**src/rtl/otg_glue_pkg.sv**
```systemverilog
package otg_glue_pkg;

  localparam int unsigned DW = 32;
  typedef logic [DW-1:0] word_t;

  // Word indices (byte offset / 4)
  localparam int unsigned W_REV  = 0;
  localparam int unsigned W_CTRL = 1;
  localparam int unsigned W_STAT = 2;
  localparam int unsigned W_EOI  = 24;
  localparam int unsigned GRP_EP   = 1;   // words 8..15
  localparam int unsigned GRP_CORE = 2;   // words 16..23
  localparam int unsigned NUM_STORE = 4;

  // Sub-register order inside an interrupt group
  localparam logic [2:0] SUB_SRC    = 3'd0;
  localparam logic [2:0] SUB_SET    = 3'd1;
  localparam logic [2:0] SUB_CLR    = 3'd2;
  localparam logic [2:0] SUB_MASK   = 3'd3;
  localparam logic [2:0] SUB_MSET   = 3'd4;
  localparam logic [2:0] SUB_MCLR   = 3'd5;
  localparam logic [2:0] SUB_MASKED = 3'd6;

  // Contiguous run of ones starting at lsb
  function automatic word_t run_mask(int unsigned lsb, int unsigned n);
    word_t r;
    for (int unsigned i = 0; i < DW; i++) r[i] = (i >= lsb) && (i < lsb + n);
    return r;
  endfunction

  // Endpoint group: TX at 0.., RX from rx_lsb with RX endpoint 0 absent
  function automatic word_t ep_valid(int unsigned tx_eps, int unsigned rx_eps,
                                     int unsigned rx_lsb);
    return run_mask(0, tx_eps) | run_mask(rx_lsb + 1, rx_eps - 1);
  endfunction

  // Hardware set is applied after the software clear, so it wins
  function automatic word_t src_next(word_t cur, word_t hw, word_t sset,
                                     word_t sclr, word_t valid);
    return (((cur & ~sclr) | sset) | hw) & valid;
  endfunction

  function automatic word_t mask_next(word_t cur, word_t mset, word_t mclr,
                                      word_t valid);
    return ((cur & ~mclr) | mset) & valid;
  endfunction

  // Word index of storage register k
  function automatic int unsigned store_word(int unsigned k);
    return (k == 0) ? 3 : k + 4;
  endfunction

endpackage

```
**src/rtl/otg_glue_src_bank.sv**
```systemverilog
module otg_glue_src_bank
  import otg_glue_pkg::*;
#(
  parameter word_t VALID = '1
) (
  input  logic       clk,
  input  logic       rst_n,
  input  logic       clr_all,
  input  word_t      hw_set,
  input  logic       wr_en,
  input  logic [2:0] sub_sel,
  input  word_t      wdata,
  output word_t      src_o,
  output word_t      mask_o,
  output word_t      masked_o,
  output word_t      rdata_o
);

  word_t src_q, mask_q;
  word_t sw_set, sw_clr, m_set, m_clr;

  always_comb begin
    sw_set = (wr_en && sub_sel == SUB_SET)  ? wdata : '0;
    sw_clr = (wr_en && sub_sel == SUB_CLR)  ? wdata : '0;
    m_set  = (wr_en && sub_sel == SUB_MSET) ? wdata : '0;
    m_clr  = (wr_en && sub_sel == SUB_MCLR) ? wdata : '0;
  end

  always_ff @(posedge clk or negedge rst_n) begin
    if (!rst_n) begin
      src_q  <= '0;
      mask_q <= '0;
    end else if (clr_all) begin
      src_q  <= '0;
      mask_q <= '0;
    end else begin
      src_q  <= src_next(src_q, hw_set, sw_set, sw_clr, VALID);
      mask_q <= mask_next(mask_q, m_set, m_clr, VALID);
    end
  end

  assign src_o    = src_q;
  assign mask_o   = mask_q;
  assign masked_o = src_q & mask_q;

  always_comb begin
    case (sub_sel)
      SUB_SRC:    rdata_o = src_q;
      SUB_MASK:   rdata_o = mask_q;
      SUB_MASKED: rdata_o = src_q & mask_q;
      default:    rdata_o = '0;
    endcase
  end

endmodule

```
**src/rtl/otg_glue_vbus_sync.sv**
```systemverilog
module otg_glue_vbus_sync #(
  parameter int unsigned STAGES = 2
) (
  input  logic clk,
  input  logic rst_n,
  input  logic async_in,
  output logic level_o,
  output logic toggle_o
);

  logic [STAGES-1:0] chain_q;
  logic              prev_q;

  for (genvar g = 0; g < STAGES; g++) begin : g_stage
    if (g == 0) begin : g_first
      always_ff @(posedge clk or negedge rst_n) begin
        if (!rst_n) chain_q[g] <= 1'b0;
        else        chain_q[g] <= async_in;
      end
    end else begin : g_next
      always_ff @(posedge clk or negedge rst_n) begin
        if (!rst_n) chain_q[g] <= 1'b0;
        else        chain_q[g] <= chain_q[g-1];
      end
    end
  end

  always_ff @(posedge clk or negedge rst_n) begin
    if (!rst_n) prev_q <= 1'b0;
    else        prev_q <= chain_q[STAGES-1];
  end

  assign level_o  = chain_q[STAGES-1];
  assign toggle_o = chain_q[STAGES-1] ^ prev_q;

endmodule

```
**src/rtl/otg_glue_irq_line.sv**
```systemverilog
module otg_glue_irq_line (
  input  logic clk,
  input  logic rst_n,
  input  logic rearm,
  input  logic pending,
  output logic irq_o,
  output logic armed_o
);

  logic line_q, armed_q;

  always_ff @(posedge clk or negedge rst_n) begin
    if (!rst_n) begin
      line_q  <= 1'b0;
      armed_q <= 1'b1;
    end else if (rearm) begin
      line_q  <= 1'b0;
      armed_q <= 1'b1;
    end else if (armed_q && pending) begin
      line_q  <= 1'b1;
      armed_q <= 1'b0;
    end else if (!pending) begin
      line_q  <= 1'b0;
    end
  end

  assign irq_o   = line_q;
  assign armed_o = armed_q;

endmodule

```
**src/rtl/otg_glue_irqc.sv**
```systemverilog
module otg_glue_irqc
  import otg_glue_pkg::*;
#(
  parameter int unsigned ADDR_W      = 8,
  parameter int unsigned TX_EPS      = 16,
  parameter int unsigned RX_EPS      = 16,
  parameter int unsigned RX_LSB      = 16,
  parameter int unsigned CORE_EVTS   = 9,
  parameter int unsigned CORE_LSB    = 16,
  parameter int unsigned VBUS_EVT    = 8,
  parameter int unsigned SYNC_STAGES = 2,
  parameter logic [31:0] REV_ID      = 32'h4F47_0102
) (
  input  logic                 clk,
  input  logic                 rst_n,
  input  logic                 reg_wr,
  input  logic [ADDR_W-1:0]    reg_addr,
  input  logic [31:0]          reg_wdata,
  output logic [31:0]          reg_rdata,
  input  logic [TX_EPS-1:0]    ep_tx_evt,
  input  logic [RX_EPS-1:0]    ep_rx_evt,
  input  logic [CORE_EVTS-1:0] core_evt,
  input  logic                 vbus_drv_in,
  output logic                 irq_out
);

  localparam word_t EP_VALID   = ep_valid(TX_EPS, RX_EPS, RX_LSB);
  localparam word_t CORE_VALID = run_mask(CORE_LSB, CORE_EVTS);

  // Decode
  logic              aligned;
  int unsigned       widx;
  logic              sel_ep, sel_core;
  logic [2:0]        sub_sel;
  logic              soft_rst, eoi_wr;
  word_t             ep_valid_w, core_valid_w;

  assign aligned  = (reg_addr[1:0] == 2'b00);
  assign widx     = 32'(reg_addr[ADDR_W-1:2]);
  assign sub_sel  = reg_addr[4:2];
  assign sel_ep   = aligned && ((widx >> 3) == GRP_EP);
  assign sel_core = aligned && ((widx >> 3) == GRP_CORE);
  assign soft_rst = reg_wr && aligned && (widx == W_CTRL) && reg_wdata[0];
  assign eoi_wr   = reg_wr && aligned && (widx == W_EOI);
  assign ep_valid_w   = EP_VALID;
  assign core_valid_w = CORE_VALID;

  // Event inputs placed into register layout
  logic  vbus_lvl, vbus_edge;
  word_t ep_hw, core_hw;

  otg_glue_vbus_sync #(.STAGES(SYNC_STAGES)) u_vsync (
    .clk      (clk),
    .rst_n    (rst_n),
    .async_in (vbus_drv_in),
    .level_o  (vbus_lvl),
    .toggle_o (vbus_edge)
  );

  assign ep_hw   = word_t'(ep_tx_evt) | (word_t'(ep_rx_evt) << RX_LSB);
  assign core_hw = (word_t'(core_evt) << CORE_LSB) |
                   (word_t'(vbus_edge) << (CORE_LSB + VBUS_EVT));

  // Interrupt groups
  word_t ep_src, ep_mask, ep_masked, ep_rdata;
  word_t core_src, core_mask, core_masked, core_rdata;

  otg_glue_src_bank #(.VALID(EP_VALID)) u_ep_bank (
    .clk      (clk),
    .rst_n    (rst_n),
    .clr_all  (soft_rst),
    .hw_set   (ep_hw),
    .wr_en    (reg_wr && sel_ep),
    .sub_sel  (sub_sel),
    .wdata    (reg_wdata),
    .src_o    (ep_src),
    .mask_o   (ep_mask),
    .masked_o (ep_masked),
    .rdata_o  (ep_rdata)
  );

  otg_glue_src_bank #(.VALID(CORE_VALID)) u_core_bank (
    .clk      (clk),
    .rst_n    (rst_n),
    .clr_all  (soft_rst),
    .hw_set   (core_hw),
    .wr_en    (reg_wr && sel_core),
    .sub_sel  (sub_sel),
    .wdata    (reg_wdata),
    .src_o    (core_src),
    .mask_o   (core_mask),
    .masked_o (core_masked),
    .rdata_o  (core_rdata)
  );

  // Interrupt line
  logic any_pending, armed;

  assign any_pending = (|ep_masked) || (|core_masked);

  otg_glue_irq_line u_line (
    .clk     (clk),
    .rst_n   (rst_n),
    .rearm   (eoi_wr || soft_rst),
    .pending (any_pending),
    .irq_o   (irq_out),
    .armed_o (armed)
  );

  // Storage registers
  word_t store_q [NUM_STORE];
  logic [NUM_STORE-1:0] store_hit;

  for (genvar k = 0; k < NUM_STORE; k++) begin : g_store
    assign store_hit[k] = aligned && (widx == store_word(k));
    always_ff @(posedge clk or negedge rst_n) begin
      if (!rst_n)                      store_q[k] <= '0;
      else if (reg_wr && store_hit[k]) store_q[k] <= reg_wdata;
    end
  end

  // Read mux
  always_comb begin
    reg_rdata = '0;
    if (aligned) begin
      if (widx == W_REV)       reg_rdata = REV_ID;
      else if (widx == W_STAT) reg_rdata = {31'b0, vbus_lvl};
      else if (sel_ep)         reg_rdata = ep_rdata;
      else if (sel_core)       reg_rdata = core_rdata;
      for (int unsigned k = 0; k < NUM_STORE; k++)
        if (store_hit[k]) reg_rdata = store_q[k];
    end
  end

endmodule

```
**config.mk**
```make
export PLATFORM = sky130hd
export DESIGN_NAME = otg_glue_irqc
export DESIGN_NICKNAME = d
export VERILOG_FILES = /design/src/rtl/otg_glue_pkg.sv /design/src/rtl/otg_glue_src_bank.sv /design/src/rtl/otg_glue_vbus_sync.sv /design/src/rtl/otg_glue_irq_line.sv /design/src/rtl/otg_glue_irqc.sv
export SDC_FILE = /design/constraint.sdc
export NUM_CORES = 1
export LEC_CHECK = 0
export BUFFER_PORTS_ARGS = -buffer_cell sky130_fd_sc_hd__clkbuf_2
export CAP_MARGIN = 20
export CORE_MARGIN = 2
export CORE_UTILIZATION = 60
export CTS_CLUSTER_DIAMETER = 200
export DETAILED_ROUTE_END_ITERATION = 6
export GPL_TIMING_DRIVEN = 0
export PLACE_DENSITY = 0.8
export SLEW_MARGIN = 40
export SYNTH_ARGS = -nofsm -noshare
export SYNTH_HDL_FRONTEND = slang
export SYNTH_SLANG_ARGS = --single-unit
```
**constraint.sdc**
```tcl
create_clock -name clk -period 4.8 [get_ports clk]
set_input_delay 0.96 -clock clk [delete_from_list [all_inputs] [get_ports clk]]
set_output_delay 0.96 -clock clk [all_outputs]
set_load 0.01 [all_outputs]
```
== After elaboration in Yosys (flattened, before gate mapping) ==
Index checks and enable logic that the tools add are counted.
Storage, ports and cells
  bits in registers: 247
Cells by class
  reduce and logical (&&, ||, !) cells: 33
  mux-type cells: 28
  bitwise logic cells: 19
  eq/ne operators: 16
Operators by type and width (number)
  $mux 32: 15
  $mux 25: 6
  $or 25x25->25: 4
  $and 32x32->32: 3
  $or 32x32->32: 3
  $pmux 32 s3: 1
  $and 25x25->25: 3
  $pmux 25 s3: 1
  $not 32->32: 2
  $reduce_or 32->1: 2
  $not 25->25: 2
  $logic_not 32->1: 1
  $or 16x32->32: 1
  $logic_and 1x1->1: 25
  $eq 6x3->1 const B: 3
  $eq 6x2->1 const B: 2
  $eq 3x2->1 const B: 3
  $eq 3x3->1 const B: 3
  $eq 3x1->1 const B: 2
  $eq 6x1->1 const B: 1
  $eq 6x5->1 const B: 1
  $mux 1: 5
  $logic_not 3->1: 1
  $ne 3x2->1 const B: 1
  4 further kinds: 5

== Depth between registers and ports, before layout ==
  word-level depth: 11
  gate-level depth with buffers: 9

== Cells and area by module ==
From an unflattened synthesis, not the netlist that was laid out.
Unflattened totals
  cells, all modules: 1278
  area total of the unflattened synthesis: 12703.4 µm²
By module, submodules not included
  otg_glue_irqc: area each 6994.2 µm², instances 1, cells an instance 630
  otg_glue_src_bank at u_ep_bank: area each 3752.3 µm², instances 1, cells an instance 421
  otg_glue_src_bank at u_core_bank: area each 1796.7 µm², instances 1, cells an instance 217
  otg_glue_vbus_sync: area each 83.8 µm², instances 1, cells an instance 4
  otg_glue_irq_line: area each 76.3 µm², instances 1, cells an instance 6

== Worst setup path before layout ==
No wires, ideal clock.
  kind: input port to output port
  from: input reg_addr[7]
  to: output reg_rdata[25]
  arrival: 2527 ps
  buffers on the path: 3
  required time: 3840 ps
  setup slack: 1313 ps
  stages: 8
  cells stage by stage: or3_1 > buf_2 > or2_2 > clkbuf_1 > buf_2 > a21oi_1 > o221ai_1 > a21oi_1
Between the ends
  cells in the longest elaborated chain, start to end: 10
Ends and longest elaborated chain
  from (decl): line otg_glue_irqc.sv:17  | input logic [ADDR_W-1:0] reg_addr,
  $eq 3x1->1: line otg_glue_irqc.sv:41  | assign sel_ep = aligned && ((widx >> 3) == GRP_EP);
  $logic_and 1x1->1: line otg_glue_irqc.sv:41
  $mux 32: line otg_glue_irqc.sv:128  | else if (sel_ep) reg_rdata = ep_rdata;
  $mux 32: line otg_glue_irqc.sv:127  | else if (widx == W_STAT) reg_rdata = {31'b0, vbus_lvl};
  $mux 32: line otg_glue_irqc.sv:126  | if (widx == W_REV) reg_rdata = REV_ID;
  $mux 32 (3 in a row): line otg_glue_irqc.sv:131  | if (store_hit[k]) reg_rdata = store_q[k];
  $mux 32 *: line otg_glue_irqc.sv:131
  $mux 32 *: line otg_glue_irqc.sv:125  | if (aligned) begin
  to (decl): line otg_glue_irqc.sv:19  | output logic [31:0] reg_rdata,
Every way passes the cells marked *; elsewhere a longest branch is shown, timed or not.

== Worst setup path in the final report ==
  from: input reg_addr[3]
  to: output reg_rdata[17]
Between the ends
  cells in the longest elaborated chain, start to end: 11
Ends and longest elaborated chain
  $eq 3x3->1, or another cell as far along: line otg_glue_src_bank.sv:47  | case (sub_sel)
  $pmux 25 s3: line otg_glue_src_bank.sv:47
  $mux 32: line otg_glue_irqc.sv:129  | else if (sel_core) reg_rdata = core_rdata;
  $mux 32: line otg_glue_irqc.sv:128
  $mux 32: line otg_glue_irqc.sv:127
  $mux 32: line otg_glue_irqc.sv:126
  $mux 32 (3 in a row): line otg_glue_irqc.sv:131
  $mux 32 *: line otg_glue_irqc.sv:131
  $mux 32 *: line otg_glue_irqc.sv:125
Marks and branches as above.

==> metrics.txt <==
Vias per Instance=6.85; worst skew pair latency=0.51 ns; Detail Route Antenna Nets=0; total nets after synthesis=1,197; number of maximum-capacitance violations=0; result of the run=finished clean; share of async-settable or async-resettable flops after synthesis=100%; worst slew margin relative to its limit=37.2%; EDFF count, synth=0; Tightest Hold Check Type=reg -> reg; highest fanout seen on the critical path=10; WHS=0.379 ns; period utilisation layout=95.8%; global routing usage on met1=51.1%; global-route wire length before repair=56,200 um; arrival time at the worst endpoint=3.64 ns; Final setup viols=0; number of buffers inserted by post-CTS setup repair=0; ratio of cells with drive above 1 in the final layout=23.2%; unrepaired setup endpoints after global routing=false; count of input and output buffers=106; quantity of hold-fixing buffers added after cts=0; fmax=217 MHz; root cell of the clock tree=clkbuf_16; Pre-Repair DR Iteration Count=6; initial core utilization=61.0%; clk buf depth=3; Die Outline Area=19,400 um2; clock tree from TritonCTS=done; total wire length=36,100 um; number of warnings printed during yosys synthesis=0; leakage=5.66 nW; area of the core region=18,000 um2; Unique masters post-synth=54; count of endpoints failing hold in the final timing report=0; vias=10.2k; Mapped Avg Cell Area=9.86 um2; Congestion Overflow GR=0; average wire per cell in the routed design=24.2 um; final layout net count=1,331; cells after synthesis=1,112; most utilized layer in the global route result=met2; maximum number of pins on one net before global-route repair=65; area of all placed cells without fillers=12,600 um2; final critical delay including setup and external delays=4.60 ns; critical path required time=3.84 ns; final weighted congestion in routability-driven placement=0.996; kind of end point of the critical path=primary output; Synth-to-Final Area Change=14.5%; Reg clk slew, reported paths=0.06 ns; # DRC=0; element type at the critical path start=input port; sink count of the clock tree=213; number of flip-flops and latches in the synthesized netlist=213; TritonCTS Buffers=23; x dimension of the die=139 um; number of H-tree levels=1; total half-perimeter wirelength after legalization and detailed placement=24,500 um; Worst VDD drop=0.375 mV; transition time at the pin with the least slew margin=0.943 ns; final core area utilization=69.9%; PostCTS Resize Cnt=0; number of antenna violations at the first check in global routing=1; final-layout fill cell count=1,398; filler-free cell count of the finished design=1,487; First DRT Iteration DRCs=1,348; power density normalized to cell area=311 nW/um2; floorplan row count=49; height of the chip=139 um; via count of the first global-routing pass=9,905; area of the mapped netlist=11,000 um2; total routing resource utilization after global routing=37.3%; part of the Yosys area used for sequential elements=48.6%; global routing met3 resource utilization=9.63%; Placed Cells incl. Taps=1,450; setup clock skew after layout=0.00629 ns; primary flip-flop cell chosen by synthesis mapping=dfrtp_1; placed cell area=11,900 um2; met2 demand-to-capacity share in global routing=56.2%; fin. max-slew vios=0; I/O pin total=118; type of the worst setup path=in -> out
## where the power goes
group          internal (W)  switching (W)
sequential          0.00187      0.0000478
clock              0.000932       0.000704
combinational      0.000133       0.000219
total               0.00293       0.000971
## registers in the layout, summed over array words and instances (netlist names)
name / flops
u_line.irq_o: 1
u_line.armed_o: 1
u_vsync.prev_q: 1
u_ep_bank.mask_o: 31
u_core_bank.mask_o: 9
u_vsync.chain_q: 1
u_vsync.level_o: 1
store_q: 128
u_core_bank.src_o: 9
u_ep_bank.src_o: 31
## synth_stat cells, types with 12 or more instances
| library cell | count | area share, % |
|---|---|---|
| mux2_2 | 83 | 8.5 |
| nand3_1 | 29 | 1.3 |
| a31oi_1 | 26 | 1.5 |
| o221ai_1 | 14 | 1.1 |
| a22oi_1 | 69 | 4.7 |
| a21oi_1 | 101 | 4.6 |
| clkbuf_1 | 61 | 2.1 |
| mux2_4 | 22 | 3.0 |
| dfrtp_1 | 212 | 48 |
| a221oi_1 | 35 | 2.8 |
| buf_2 | 28 | 1.3 |
| a21o_1 | 15 | 1.0 |
| nor4b_1 | 21 | 1.7 |
| inv_1 | 12 | 0.41 |
| nor2_1 | 90 | 3.1 |
| nand2_1 | 129 | 4.4 |
| o22ai_1 | 32 | 1.8 |
| o21ai_0 | 48 | 2.2 |
## logic make-up (layout without fill, tap and decap cells)
family                    count (synthesis)  after routing  synth area share (%)
AOI/OAI and AO/OA                       357            357                  21.0
xor gates and xnor gates                  1              1                0.0799
buffers and inverters                   110            255                  4.22
DFF                                     213            213                  48.6
muxes                                   111            111                  12.2
other                                     0              1                     0
and+or+nand+nor                         320            320                  13.9
## path summary, 6_finish.rpt
kind / startpoint / end / slack [ns] / cells past startpoint
max: reg_addr[3] / reg_rdata[17] / 0.20 / 9
min: u_vsync.chain_q[0] / u_vsync.level_o / 0.38 / 0
max reg2reg: u_ep_bank.src_o[15] / u_line.irq_o / 2.97 / 5
min reg2reg: u_vsync.chain_q[0] / u_vsync.level_o / 0.38 / 0
max in group asynchronous: rst_n / u_line.armed_o / 3.37 / 3
min in group asynchronous: rst_n / store_q[36] / 0.39 / 1
## final cells by class
class,instances,area (um2),area share (%)
sequential,213,5330,42.5
antenna,1,2.50,0.0199
buffer,98,422,3.36
inverter,12,45.0,0.359
tap,229,287,2.28
clock inverter,4,22.5,0.179
clock buffer,32,649,5.17
timing repair buffer,109,622,4.95
multi-input combinational,789,5170,41.2
## cells in the final DEF, fill, tap and decap left out, types with 3 or more instances in the layout
master,count
dfrtp_1,212
nand2_1,129
clkbuf_2,108
a21oi_1,101
nor2_1,89
mux2_2,83
a22oi_1,69
clkbuf_1,65
o21ai_0,48
a221oi_1,35
o22ai_1,32
nand3_1,29
buf_2,28
a31oi_1,26
clkbuf_16,23
mux2_4,22
nor4b_1,21
a21o_1,15
o221ai_1,14
inv_1,12
or3_1,7
nor2b_1,6
mux2_1,6
buf_1,5
nand4_1,5
a211oi_1,5
clkbuf_8,5
nand3b_1,4
and3_1,4
a2bb2oi_1,4
nor3_1,3
nor2_2,3
clkinv_2,3
buf_16,3
## critical path: stages
cell and delay (ns):
clkbuf_2 0.13, clkbuf_1 0.28, nor2_1 0.67, a21oi_1 0.09, nor2b_1 0.25, clkbuf_1 0.55
a21oi_1 0.09, a211oi_1 0.41, clkbuf_2 0.21
## through the flow
| stage | setup WS, ns | setup TNS (ns) | power, W |
|---|---|---|---|
| after floorplan | 1.31 | 0 | 0.00211 |
| after global placement | -1.37 | -286.32 | 0.00226 |
| after detailed placement | 0.362 | 0 | 0.00229 |
| after CTS | 0.350 | 0 | 0.00390 |
| after global routing | 0.0667 | 0 | 0.00402 |
| final | 0.202 | 0 | 0.00390 |
## layer usage
layer  up-vias  share of wire [%]
met5         -                  0
met4         0                5.7
met3       147                 11
met2       697                 44
met1      4952                 39
li1       4392                  -
Power figures use the tool's default switching activity.
